File: src/rtl/awd_pkg.sv
package awd_pkg;

    localparam int ADDR_W = 32;
    localparam int BASE_W = 3;

    typedef enum logic [2:0] {
        RGN_USER  = 3'd0,
        RGN_WIN_C = 3'd1,
        RGN_WIN_U = 3'd2,
        RGN_UPPER = 3'd3,
        RGN_RSVD  = 3'd4,
        RGN_CTRL  = 3'd5
    } region_e;

    typedef struct packed {
        logic              valid;
        logic              win;
        logic [BASE_W-1:0] base;
        logic              cache;
    } map_entry_t;

endpackage

File: src/rtl/awd_region_classify.sv
module awd_region_classify
    import awd_pkg::*;
(
    input  logic [ADDR_W-1:0] addr,
    output region_e           region
);

    localparam int TOP = ADDR_W - 1;

    always_comb begin
        unique casez (addr[TOP -: 3])
            3'b0??:  region = RGN_USER;
            3'b100:  region = RGN_WIN_C;
            3'b101:  region = RGN_WIN_U;
            3'b110:  region = RGN_UPPER;
            default: region = (addr[TOP-3 -: 3] == 3'b111) ? RGN_CTRL : RGN_RSVD;
        endcase
    end

endmodule

File: src/rtl/awd_map_table.sv
module awd_map_table
    import awd_pkg::*;
#(
    parameter int ENTRIES = 8,
    localparam int IDX_W  = (ENTRIES > 1) ? $clog2(ENTRIES) : 1
)(
    input  logic              clk,
    input  logic              rst_n,
    input  logic              wr_en,
    input  logic [IDX_W-1:0]  wr_idx,
    input  map_entry_t        wr_entry,
    input  logic              look_win,
    output logic              hit,
    output logic [BASE_W-1:0] hit_base,
    output logic              hit_cache
);

    map_entry_t entry_q [ENTRIES];

    for (genvar g = 0; g < ENTRIES; g++) begin : g_entry
        always_ff @(posedge clk) begin
            if (!rst_n) begin
                entry_q[g] <= '0;
            end else if (wr_en && (wr_idx == IDX_W'(g))) begin
                entry_q[g] <= wr_entry;
            end
        end
    end

    // Scan downward so the lowest matching index is the last one assigned.
    always_comb begin
        hit       = 1'b0;
        hit_base  = '0;
        hit_cache = 1'b0;
        for (int i = ENTRIES - 1; i >= 0; i--) begin
            if (entry_q[i].valid && (entry_q[i].win == look_win)) begin
                hit       = 1'b1;
                hit_base  = entry_q[i].base;
                hit_cache = entry_q[i].cache;
            end
        end
    end

endmodule

File: src/rtl/awd_decoder.sv
module awd_decoder
    import awd_pkg::*;
#(
    parameter int          MAP_ENTRIES = 8,
    parameter logic [31:0] USR_RAM_LO  = 32'hFE00_0000,
    parameter logic [31:0] USR_RAM_HI  = 32'hFE3F_FFFF,
    parameter logic [31:0] USR_SQ_LO   = 32'hFF80_0000,
    parameter logic [31:0] USR_SQ_HI   = 32'hFF80_003F
)(
    input  logic        clk,
    input  logic        rst_n,
    input  logic [31:0] in_addr,
    input  logic        in_priv,
    input  logic        xlat_en,
    input  logic        ext_mode,
    input  logic        map_we,
    input  logic [2:0]  map_idx,
    input  logic        map_valid,
    input  logic        map_win,
    input  logic [2:0]  map_base,
    input  logic        map_cache,
    output logic [2:0]  out_region,
    output logic [31:0] out_paddr,
    output logic        out_cacheable,
    output logic        out_fault,
    output logic        out_need_xlat
);

    localparam int LOW_W = ADDR_W - BASE_W;
    localparam int IDX_W = (MAP_ENTRIES > 1) ? $clog2(MAP_ENTRIES) : 1;

    region_e           region_d;
    map_entry_t        wr_entry;
    logic              tbl_hit;
    logic [BASE_W-1:0] tbl_base;
    logic              tbl_cache;

    logic [ADDR_W-1:0] paddr_d;
    logic              cache_d;
    logic              fault_d;
    logic              xlat_d;
    logic              user_ok;

    awd_region_classify u_cls (
        .addr   (in_addr),
        .region (region_d)
    );

    assign wr_entry = '{valid: map_valid, win: map_win, base: map_base, cache: map_cache};

    awd_map_table #(.ENTRIES(MAP_ENTRIES)) u_tbl (
        .clk       (clk),
        .rst_n     (rst_n),
        .wr_en     (map_we),
        .wr_idx    (IDX_W'(map_idx)),
        .wr_entry  (wr_entry),
        .look_win  (region_d == RGN_WIN_U),
        .hit       (tbl_hit),
        .hit_base  (tbl_base),
        .hit_cache (tbl_cache)
    );

    assign user_ok = ((in_addr >= USR_RAM_LO) && (in_addr <= USR_RAM_HI)) ||
                     ((in_addr >= USR_SQ_LO)  && (in_addr <= USR_SQ_HI));

    always_comb begin
        paddr_d = '0;
        cache_d = 1'b0;
        fault_d = 1'b0;
        xlat_d  = 1'b0;
        unique case (region_d)
            RGN_USER: begin
                paddr_d = in_addr;
                cache_d = 1'b1;
                xlat_d  = xlat_en;
            end
            RGN_WIN_C, RGN_WIN_U: begin
                if (!in_priv) begin
                    fault_d = 1'b1;
                end else if (!ext_mode) begin
                    paddr_d = {{BASE_W{1'b0}}, in_addr[LOW_W-1:0]};
                    cache_d = (region_d == RGN_WIN_C);
                end else if (tbl_hit) begin
                    paddr_d = {tbl_base, in_addr[LOW_W-1:0]};
                    cache_d = tbl_cache;
                end else begin
                    fault_d = 1'b1;
                end
            end
            RGN_UPPER: begin
                if (!in_priv) begin
                    fault_d = 1'b1;
                end else begin
                    paddr_d = in_addr;
                    cache_d = 1'b1;
                    xlat_d  = xlat_en;
                end
            end
            RGN_CTRL: begin
                if (!in_priv && !user_ok) begin
                    fault_d = 1'b1;
                end else begin
                    paddr_d = {{BASE_W{1'b0}}, in_addr[LOW_W-1:0]};
                end
            end
            default: fault_d = 1'b1;
        endcase
    end

    always_ff @(posedge clk) begin
        if (!rst_n) begin
            out_region    <= '0;
            out_paddr     <= '0;
            out_cacheable <= 1'b0;
            out_fault     <= 1'b0;
            out_need_xlat <= 1'b0;
        end else begin
            out_region    <= region_d;
            out_paddr     <= paddr_d;
            out_cacheable <= cache_d;
            out_fault     <= fault_d;
            out_need_xlat <= xlat_d;
        end
    end

endmodule

File: config.mk
export PLATFORM = sky130hd
export DESIGN_NAME = awd_decoder
export DESIGN_NICKNAME = d
export VERILOG_FILES = /design/src/rtl/awd_pkg.sv /design/src/rtl/awd_region_classify.sv /design/src/rtl/awd_map_table.sv /design/src/rtl/awd_decoder.sv
export SDC_FILE = /design/constraint.sdc
export NUM_CORES = 1
export LEC_CHECK = 0
export ABC_AREA = 1
export BUFFER_PORTS_ARGS = -buffer_cell sky130_fd_sc_hd__buf_4
export CAP_MARGIN = 40
export CORE_MARGIN = 2
export CORE_UTILIZATION = 50
export DETAILED_ROUTE_END_ITERATION = 6
export GPL_TIMING_DRIVEN = 0
export PLACE_DENSITY_LB_ADDON = 0.15
export SLEW_MARGIN = 15
export SYNTH_ARGS = -nofsm -noshare
export SYNTH_HDL_FRONTEND = slang
export SYNTH_SLANG_ARGS = --single-unit
File: constraint.sdc
create_clock -name clk -period 2.3 [get_ports clk]
set_clock_uncertainty 0.1 [all_clocks]
set_input_delay 0.46 -clock clk [delete_from_list [all_inputs] [get_ports clk]]
set_output_delay 0.46 -clock clk [all_outputs]
set_load 0.02 [all_outputs]
=== After elaboration in Yosys (flattened, before gate mapping) ===
Memories as Yosys holds them, arrays and structs flattened.
Index checks and enable logic that the tools add are counted.

* Bits in registers: 38
* RAM bits: 48
* Output and inout port bits: 38
* Logic and storage cells: 145
* Memories kept: 1

{| class="wikitable"
|+ Memory list
! memory !! words !! width !! rd ports !! clocked after memory_dff !! write ports !! RTL line !! RTL
|-
| u_tbl.entry_q || 8 || 6 || 8 || 0 || 8 || awd_map_table.sv:18 || <nowiki>map_entry_t entry_q [ENTRIES];</nowiki>
|}

* $lt $le $gt $ge: 4
* Eq/ne operators: 23
* Multiplexer cells: 78
* Bitwise operators: 9
* Reduce and logical (&&, ||, !) cells: 25

{| class="wikitable"
|+ Operators with widths
! kind !! number
|-
| 2-to-1 mux 32 bit || 4
|-
| one-hot mux 32 bit (4 select lines) || 1
|-
| >= comparator 32 bit, second input constant || 2
|-
| less-or-equal comparator 32 bit, second input constant || 2
|-
| 2-to-1 mux 1 bit || 52
|-
| 2-to-1 mux 6 bit || 8
|-
| 2-to-1 mux 29 bit || 1
|-
| equality test 3 bit, second input constant || 9
|-
| 2-to-1 mux 3 bit || 8
|-
| logical AND 1 bit || 19
|-
| equality test 3 x 2 -> 1 bit, second input constant || 4
|-
| one-hot mux 3 bit (4 select lines) || 1
|-
| equality test 1 bit || 8
|-
| OR 1 bit || 8
|-
| equality test 3 x 1 -> 1 bit, second input constant || 2
|-
| zero test 3 bit || 2
|-
| one-hot mux 1 bit (4 select lines) || 1
|-
| one-hot mux 1 bit (3 select lines) || 1
|-
| zero test 1 bit || 2
|-
| one-hot mux 1 bit (2 select lines) || 1
|-
| OR reduction 2 bit || 1
|-
| logical OR 1 bit || 1
|-
| NOT 1 bit || 1
|}

=== Depth between registers and ports, before layout ===
Gate-level depths: netlist of the first run.

* Word-level depth: 18
* Mapped depth: 18
* Gate-level depth less buffers: 17

=== Modules after synthesis ===
Synthesis of the first run repeated with hierarchy kept, for this count alone.

* Cell total of the unflattened synthesis: 432
* Area total of the unflattened synthesis: 3744.8 um2

{| class="wikitable"
|+ Modules (own cells, without submodules)
! module !! times used !! cells an instance !! area each (um2) !! seq. area each (um2)
|-
| awd_map_table || 1 || 251 || 2326.0 || 1441.4
|-
| awd_decoder || 1 || 169 || 1366.3 || 760.7
|-
| awd_region_classify || 1 || 12 || 52.6 || 0.0
|}

=== Worst setup path after synthesis of the first run ===
Ideal clock, no wire load.

* Kind: input to register
* Start point: input port in_addr[29]
* End point: register out_paddr[10]
* Arrival: 1.952 ns
* Required time: 2.089 ns
* Setup slack: 0.137 ns
* Stages on the path: 13
* Path buffers: 4
* Cells stage by stage: buf_2 nand3_4 buf_6 nor2_2 nor2_1 nor4_1 nand2_1 o211ai_1 nand2_1 inv_2 buf_6 buf_6 nor2_1

* Longest elaborated chain between the ends: 17
* Elaborated cells between the ends (all ways): 48
* Those cells by class: order compare: 4; eq/ne: 15; mux: 14; reduce/logical: 15

{| class="wikitable"
|+ RTL lines
! item !! RTL line !! RTL
|-
| start, declared || awd_decoder.sv:12 || <nowiki>input logic [31:0] in_addr,</nowiki>
|-
| equality test 3 bit || awd_region_classify.sv:11 || <nowiki>unique casez (addr[TOP -: 3])</nowiki>
|-
| one-hot mux 3 bit (4 select lines) || awd_region_classify.sv:11 ||
|-
| equality test 3 x 2 -> 1 bit || awd_decoder.sv:57, awd_decoder.sv:71 ||
|-
| equality test 1 bit || awd_map_table.sv:36 || <nowiki>if (entry_q[i].valid && (entry_q[i].win == look_win)) begin</nowiki>
|-
| logical AND 1 bit || awd_map_table.sv:36 ||
|-
| 2-to-1 mux 1 bit (8 in a row) || awd_map_table.sv:36 ||
|-
| 2-to-1 mux 32 bit || awd_decoder.sv:83 || <nowiki>end else if (tbl_hit) begin</nowiki>
|-
| 2-to-1 mux 32 bit || awd_decoder.sv:80 || <nowiki>end else if (!ext_mode) begin</nowiki>
|-
| 2-to-1 mux 32 bit || awd_decoder.sv:78 || <nowiki>if (!in_priv) begin</nowiki>
|-
| one-hot mux 32 bit (4 select lines) * || awd_decoder.sv:71 || <nowiki>unique case (region_d)</nowiki>
|-
| end signal, assigned || awd_decoder.sv:119 || <nowiki>out_paddr <= paddr_d;</nowiki>
|-
| end, declared || awd_decoder.sv:23 || <nowiki>output logic [31:0] out_paddr,</nowiki>
|}

Every way passes the cells marked *; elsewhere a longest branch is shown, timed or not.
A chain may end at the register's enable or synchronous reset.

=== Final worst setup path of the first run ===
* Start point: input port in_addr[30]
* End point: register out_paddr[13]

The elaborated chain is that of the path after synthesis.

==> results of run 1 <==
[cells by family after synthesis]
logic type / Yosys count
AO/OA/AOI/OAI: 31
flip-flops: 86
buffers and inverters: 42
AND/OR/NAND/NOR: 253
[report_power, final]
part	leakage [nW]	internal [mW]	switching (mW)	total [mW]
clock network	0.116	0.585	0.524	1.11
registers	0.776	1.71	0.0275	1.74
logic	1.17	0.172	0.279	0.451
[sequential cells by signal, summed over array words and instances (netlist names)]
register / cells
u_tbl.entry_q: 48
out_cacheable: 1
out_fault: 1
out_need_xlat: 1
out_region: 3
out_paddr: 32
[synth_stat cells, drive strengths merged]
| cell | n | share of area |
|---|---|---|
| nand4 | 2 | 0.0035 |
| or2 | 4 | 0.0070 |
| nand2 | 104 | 0.11 |
| o21ai | 9 | 0.013 |
| nor4 | 5 | 0.0087 |
| nor3 | 4 | 0.0056 |
| edfxtp | 48 | 0.40 |
| clkinv | 1 | 0.0010 |
| dfxtp | 38 | 0.21 |
| a21oi | 20 | 0.028 |
| nor2 | 115 | 0.12 |
| inv | 31 | 0.032 |
| nand3 | 19 | 0.031 |
| clkbuf | 2 | 0.0021 |
| a31oi | 1 | 0.0017 |
| buf | 8 | 0.016 |
| o211ai | 1 | 0.0021 |
[critical path, delay by kind of cell]
family	cells	cell delay, ps
AOI/OAI and AO/OA	1	190
buffers and inverters	6	770
and+or+nand+nor	7	890
[worst max-delay path by stage]
stage	from	to	slack [ps]	depth (start not counted)
after CTS	in_addr[30]	out_paddr[13]	100	14
after detailed placement	in_addr[30]	out_paddr[13]	-270	14
after global placement	in_addr[30]	out_paddr[14]	-210	14
final	in_addr[30]	out_paddr[13]	120	14
after global routing	in_addr[30]	out_paddr[10]	6	15
after floorplan	in_addr[29]	out_paddr[10]	140	13
[final cells by class]
cell class / instances / area share
plain buffers: 10 / 0.0151
inverters: 32 / 0.0263
repair buffers: 81 / 0.133
clock buffers: 12 / 0.0436
flip-flops and latches: 86 / 0.482
well taps: 96 / 0.0263
clock inverters: 4 / 0.00493
multi-input cells: 284 / 0.268
[per-layer routing]
layer  vias to the layer above  GRT usage
met5                         -          0
met4                         0      0.112
met3                        18     0.0336
met2                       121      0.385
met1                      1372      0.260
li1                       1512          -
==> Flow_metrics.wiki, run 1 <==
{| class="wikitable"
! Metric !! Value
|-
| Count of unique library cells instantiated by Yosys || 24
|-
| Area used by sequential logic in the layout || roughly 0.0022 mm²
|-
| Hold Path Origin || in_addr[3]
|-
| Longest individual stage delay on the worst path || between 200 and 300 ps
|-
| Relative slew slack || 0.380
|-
| Diode insertion count for antenna repair || 0
|-
| Number of cells after detailed placement || 589
|-
| Synthesized flop and latch total || 86
|-
| Compound-Gate Fraction of Synth Area || 0.0444
|-
| Standard cell core area || around 0.0069 mm²
|-
| Final-report hold violation count || 0
|-
| Wire length of the first global-routing pass || 12,800 µm
|-
| WL met1 || roughly 3400 µm
|-
| Classification of the worst-slack hold path || input port to register
|-
| Tot GR Track Use || 0.219
|-
| Startpoint of the worst-slack reg-to-reg timing path || u_tbl.entry_q[1][16]
|-
| Top routing layer in use || met4
|-
| Nature of the critical path endpoint || register
|-
| Post-synthesis simple-gate area fraction || 0.289
|-
| Average size of a mapped cell || 8.69 µm²
|-
| Number of detailed-route iterations in the first pass || 5
|-
| Final estimated routing congestion in global placement || 0.887
|-
| Final min period || roughly 2200 ps
|-
| Starting density of the core || 0.521
|-
| Top-level I/O count || 85
|-
| Outcome || completed
|-
| Number of clock buffers inserted by TritonCTS || 9
|-
| Arithmetic-cell share of the synthesized area counting full adders, half adders and majority gates || 0
|-
| Via count of the first global-routing pass || approximately 2,800
|-
| Post-Place Cell Area || around 0.0043 mm²
|-
| Hold path cells || 3
|-
| Worst Max-Slew Pin Slew || between 900 and 1000 ps
|-
| Remaining antenna violation count after routing || 0
|-
| Final-report max-slew violation count || 0
|-
| Post-route setup TNS || 0 ps
|-
| Worst VDD drop || between 0.0003 and 0.0004 V
|-
| Area of the die || a little under 0.008 mm²
|-
| Number of antenna violations at the first check in global routing || 0
|-
| Fin crit share || 0.947
|-
| Yosys warns || 0
|-
| Final cell area excluding filler cells || ~0.0046 mm²
|-
| Post-place setup slack || -269 ps
|-
| Height of the die || approximately 89 µm
|-
| Element type at the critical path start || input port
|-
| Endpoint, Worst Hold || out_paddr[3]
|-
| Setup slack on the worst flop-to-flop path || ~240 ps
|-
| Multi-input logic area || 0.00122 mm²
|-
| Setup slack after layout || approximately 120 ps
|-
| Clock Pin Slew Worst Setup and Hold Paths || 80 ps
|-
| Power density over the cells || approximately 720 mW/mm²
|-
| Number of buffers on the longest clock path || 2
|-
| Clock Tree Root || sky130_fd_sc_hd__clkbuf_8
|-
| Setup repair bufs after CTS || 0
|-
| Total Wirelength || 8090 µm
|-
| Area grow syn2layout || 27.4%
|-
| CTS HTree Levels || 3
|-
| Share of cell area taken by muxes after synthesis || 0
|-
| Area of the mapped netlist || 0.00358 mm²
|-
| Rows || 30
|-
| Insertion delay to the later sink of the worst-skew pair || 350 ps
|-
| Crit path max fanout || 10
|-
| # setup viols final || 0
|-
| Post-CTS Hold Buffers || 0
|-
| Reported leakage power || between 2 and 2.5 nW
|-
| Post-DP HPWL || between 6000 and 7000 µm
|-
| Post-Synthesis Cells || 412
|-
| Maximum number of pins on one net before global-route repair || 15
|-
| Total Power || approximately 3.3 mW
|-
| List of cells traversed by the critical path || buf_4 > inv_2 > nand3_4 > buf_8 > nor2_2 > nor2_2 > nor4_1 > nand2_1 > o211ai_1 > nand2_1 > inv_2 > buf_6 > buf_6 > nor2_1
|-
| Layout cell share with drive strength beyond 1 || 0.242
|-
| Number of I/O port buffers || ~80
|-
| Number of max-cap violations || 0
|-
| Critical path start-end classification || input port to register
|-
| RSZ-0062 raised after global routing || no
|-
| Detailed-routed wire length on met2 || just under 4000 µm
|-
| R2R cell count || 12
|-
| Most common cell after layout, fill and taps aside || sky130_fd_sc_hd__nor2_1
|-
| # clock sinks || 86
|-
| Die width || 88.6 µm
|-
| Starting DRT DRC Count || about 170
|-
| Per-cell via count in the routed design || ~5.0
|-
| Wire per inst || roughly 13 µm
|-
| Sequential share of the synthesized area || 0.615
|-
| Met3 Routed Length || ~610 µm
|-
| Main combinational cell family by area after synthesis || simple AND/OR/NAND/NOR gates
|-
| Fraction of the core area covered by cells at the end of the flow || 0.664
|-
| Arrival time of data at the critical path endpoint || about 2300 ps
|-
| TritonCTS clock tree || done
|-
| Total gr overflow || 0
|-
| Remaining design rule violation count || 0
|-
| Post-cts resize count || 0
|-
| Most frequent cells in the layout || sky130_fd_sc_hd__nor2_1 (107), sky130_fd_sc_hd__nand2_1 (104), sky130_fd_sc_hd__buf_4 (81)
|-
| Master of the slowest instance on the critical path || sky130_fd_sc_hd__nor4_1
|-
| Total via count after detailed routing || approximately 3,000
|-
| Net count after synthesis || between 400 and 500
|-
| Final Hold Slack || 241 ps
|-
| Max Clock Freq || around 0.46 GHz
|-
| Number of non-filler instances in the completed layout || roughly 600
|-
| Number of filler cells placed in the layout || 599
|-
| Final-stage net count || between 500 and 600
|-
| Endpoint of the most critical register-to-register path || out_paddr[13]
|-
| Crit path required time || about 2500 ps
|-
| Xor/xnor share of the synthesized area || 0
|}
(Power assumes the default switching activity.)
==> run 2, diff against run 1 <==
==> constraint.sdc (replaced) <==
create_clock -name clk -period 2.3 [get_ports clk]
set_clock_uncertainty 0.1 [all_clocks]
set_input_delay 0.115 -clock clk [delete_from_list [all_inputs] [get_ports clk]]
set_output_delay 0.115 -clock clk [all_outputs]
set_load 0.02 [all_outputs]
==> Flow_metrics.wiki, run 2 (synthesized netlist as in run 1, its figures left out) <==
{| class="wikitable"
! Metric !! Value
|-
| Crit path required time || 2480 ps (+30 ps)
|-
| Area of the die || 0.00786 mm² (unchanged)
|-
| Worst VDD drop || 0.000338 V (-2.7%)
|-
| CTS HTree Levels || 3 (unchanged)
|-
| Most common cell after layout, fill and taps aside || sky130_fd_sc_hd__nor2_1
|-
| Clock Pin Slew Worst Setup and Hold Paths || 90 ps (about the same)
|-
| Share of power burned in registers || 0.519 (-0.008)
|-
| Final-report max-slew violation count || 0 (unchanged)
|-
| Critical path start-end classification || input port to register
|-
| Number of detailed-route iterations in the first pass || 4 (-1)
|-
| Outcome || completed
|-
| Number of clock buffers inserted by TritonCTS || 9 (unchanged)
|-
| # setup viols final || 0 (unchanged)
|-
| Reported leakage power || 2.19 nW (+6.3%)
|-
| Remaining design rule violation count || 0 (unchanged)
|-
| Per-cell via count in the routed design || 4.98 (-0.31%)
|-
| TritonCTS clock tree || done
|-
| Hold Path Origin || in_addr[29]
|-
| Net switching fraction of the power || 0.254 (+0.00230)
|-
| Diode insertion count for antenna repair || 0 (unchanged)
|-
| Final-stage net count || 583 (+5.8%)
|-
| Startpoint of the worst-slack reg-to-reg timing path || u_tbl.entry_q[0][16]
|-
| Arrival time of data at the critical path endpoint || 2280 ps (-50 ps)
|-
| Longest individual stage delay on the worst path || 600 ps (+320 ps)
|-
| Total via count after detailed routing || 3,173 (+5.0%)
|-
| Part of the total power dissipated in combinational logic || 0.148 (+0.011)
|-
| Number of I/O port buffers || 81 (unchanged)
|-
| Fraction of the core area covered by cells at the end of the flow || 0.707 (+0.0428)
|-
| Number of buffers on the longest clock path || 2 (unchanged)
|-
| Internal Pwr Total || 2.50 mW (+1.3%)
|-
| Top Registers || u_tbl.entry_q: 48 flops, out_paddr: 32 flops, out_region: 3 flops
|-
| Die width || 88.6 µm (unchanged)
|-
| Wire per inst || 14.3 µm (+6.7%)
|-
| Worst Setup SP || in_addr[30]
|-
| Wire length of the first global-routing pass || 14,100 µm (+10%)
|-
| Number of filler cells placed in the layout || 531 (-11%)
|-
| Post-DP HPWL || 6040 µm (unchanged)
|-
| Standard cell core area || 0.00687 mm² (unchanged)
|-
| Classification of the worst-slack hold path || input port to register
|-
| Height of the die || 88.6 µm (unchanged)
|-
| Insertion delay to the later sink of the worst-skew pair || 350 ps (about the same)
|-
| Max Clock Freq || 0.478 GHz (+4.1%)
|-
| Most frequent cells in the layout || sky130_fd_sc_hd__nor2_1 (110), sky130_fd_sc_hd__nand2_1 (104), sky130_fd_sc_hd__buf_4 (81)
|-
| Starting density of the core || 0.521 (unchanged)
|-
| Final estimated routing congestion in global placement || 0.887 (unchanged)
|-
| NetSw || 0.852 mW (+2.6%)
|-
| Number of flip-flops in the largest register || 48 (unchanged)
|-
| Power density over the cells || 690 mW/mm² (-4.5%)
|-
| Final-report hold violation count || 0 (unchanged)
|-
| Clock Tree Root || sky130_fd_sc_hd__clkbuf_8
|-
| # clock sinks || 86 (unchanged)
|-
| Starting DRT DRC Count || 155 (-10%)
|-
| Element type at the critical path start || input port
|-
| Number of max-cap violations || 0 (unchanged)
|-
| Relative slew slack || 0.373 (-0.00763)
|-
| Nature of the critical path endpoint || register
|-
| Most used cell along the critical path || sky130_fd_sc_hd__nor2_1
|-
| Total gr overflow || 0 (unchanged)
|-
| Area grow syn2layout || 35.6%
|-
| Rows || 30 (unchanged)
|-
| Clock power share || 0.333 (-0.003)
|-
| RSZ-0062 raised after global routing || no
|-
| Largest register by flop count || u_tbl.entry_q
|-
| Remaining antenna violation count after routing || 0 (unchanged)
|-
| Post-route setup TNS || 0 ps (unchanged)
|-
| Top-level I/O count || 85 (unchanged)
|-
| Worst Max-Slew Pin Slew || 931 ps (+11.3 ps)
|-
| List of cells traversed by the critical path || buf_4 > dlygate4sd3_1 > nand3_1 > nor2_1 > nor2_1 > a31oi_2 > clkbuf_1 > nand2_1 > nor2_1
|-
| Maximum number of pins on one net before global-route repair || 15 (unchanged)
|-
| Final min period || 2090 ps (-85.5 ps)
|-
| Layout cell share with drive strength beyond 1 || 0.218 (-0.0235)
|-
| Setup slack on the worst flop-to-flop path || 280 ps (+40 ps)
|-
| Master of the slowest instance on the critical path || sky130_fd_sc_hd__dlygate4sd3_1
|-
| Via count of the first global-routing pass || 3,035 (+8.4%)
|-
| Tot GR Track Use || 0.242 (+0.0224)
|-
| Number of antenna violations at the first check in global routing || 0 (unchanged)
|-
| Crit path max fanout || 10 (unchanged)
|-
| Total Wirelength || 9090 µm (+12%)
|-
| Fin crit share || 0.910 (-0.0372)
|-
| Number of non-filler instances in the completed layout || 637 (+5.3%)
|-
| Number of cells after detailed placement || 589 (unchanged)
|}
[run 2: cell count changes in the layout (fill, tap and decap cells not counted), sizes merged]
cell,previous run,this run
dlygate4sd3,0,32
[run 2: power groups by stage]
stage | Clock, mW | Sequential, mW | Combinational [mW]
floorplan | 0 | 1.81 | 0.212
global placement | 0 | 1.77 | 0.433
detailed placement | 0 | 1.77 | 0.442
CTS | 1.12 | 1.74 | 0.488
global route | 1.19 | 1.75 | 0.545
finish | 1.12 | 1.74 | 0.497
[run 2: worst max-delay path: cells and delay by family]
| family | cells | cell delay, ps |
|---|---|---|
| and+or+nand+nor | 5 | 660 |
| buffers and inverters | 3 | 1110 |
| AOI/OAI and AO/OA | 1 | 380 |
[run 2: cell type report]
type | count | area, µm² | area share
Buffer | 10 | 65.1 | 0.0134
Multi-Input combinational cell | 284 | 1200 | 0.247
Tap cell | 96 | 120 | 0.0247
Inverter | 32 | 120 | 0.0247
Sequential cell | 86 | 2200 | 0.453
Timing Repair Buffer | 113 | 928 | 0.191
Clock inverter | 4 | 22.5 | 0.00464
Clock buffer | 12 | 199 | 0.0409
[run 2: timing repair]
action,4_1_cts,5_1_grt
setup buffers,0,0
resized for setup,0,1
setup endpoints to repair,0,20
hold endpoints to repair,33,0
hold buffers,32,0
[run 2: metrics by stage]
stage | power (mW) | worst slack, ps | hold slack, ps | area [µm²]
floorplan | 2.02 | 482 | 134 | 3580
global placement | 2.20 | 137 | 249 | 4310
detailed placement | 2.22 | 75.6 | 256 | 4310
CTS | 3.34 | 98.1 | 15.2 | 4850
global route | 3.48 | 29.8 | 43.3 | 4860
finish | 3.35 | 206 | 24.9 | 4860
[run 2: worst paths after layout]
kind / end / cells past startpoint
setup / recovery: out_paddr[1] / 9
hold / removal: out_paddr[29] / 3
setup reg to reg: out_paddr[13] / 12
hold reg to reg: out_paddr[29] / 4
[run 2: per-layer routing]
layer  vias up  track usage  routed length, µm  part of all wire
li1       1573            -                  -                 -
met1      1456        0.281               3790              0.42
met2       123        0.433               4450              0.49
met3        21       0.0336                606             0.067
met4         0        0.124                241             0.027
met5         -            0                  0                 0
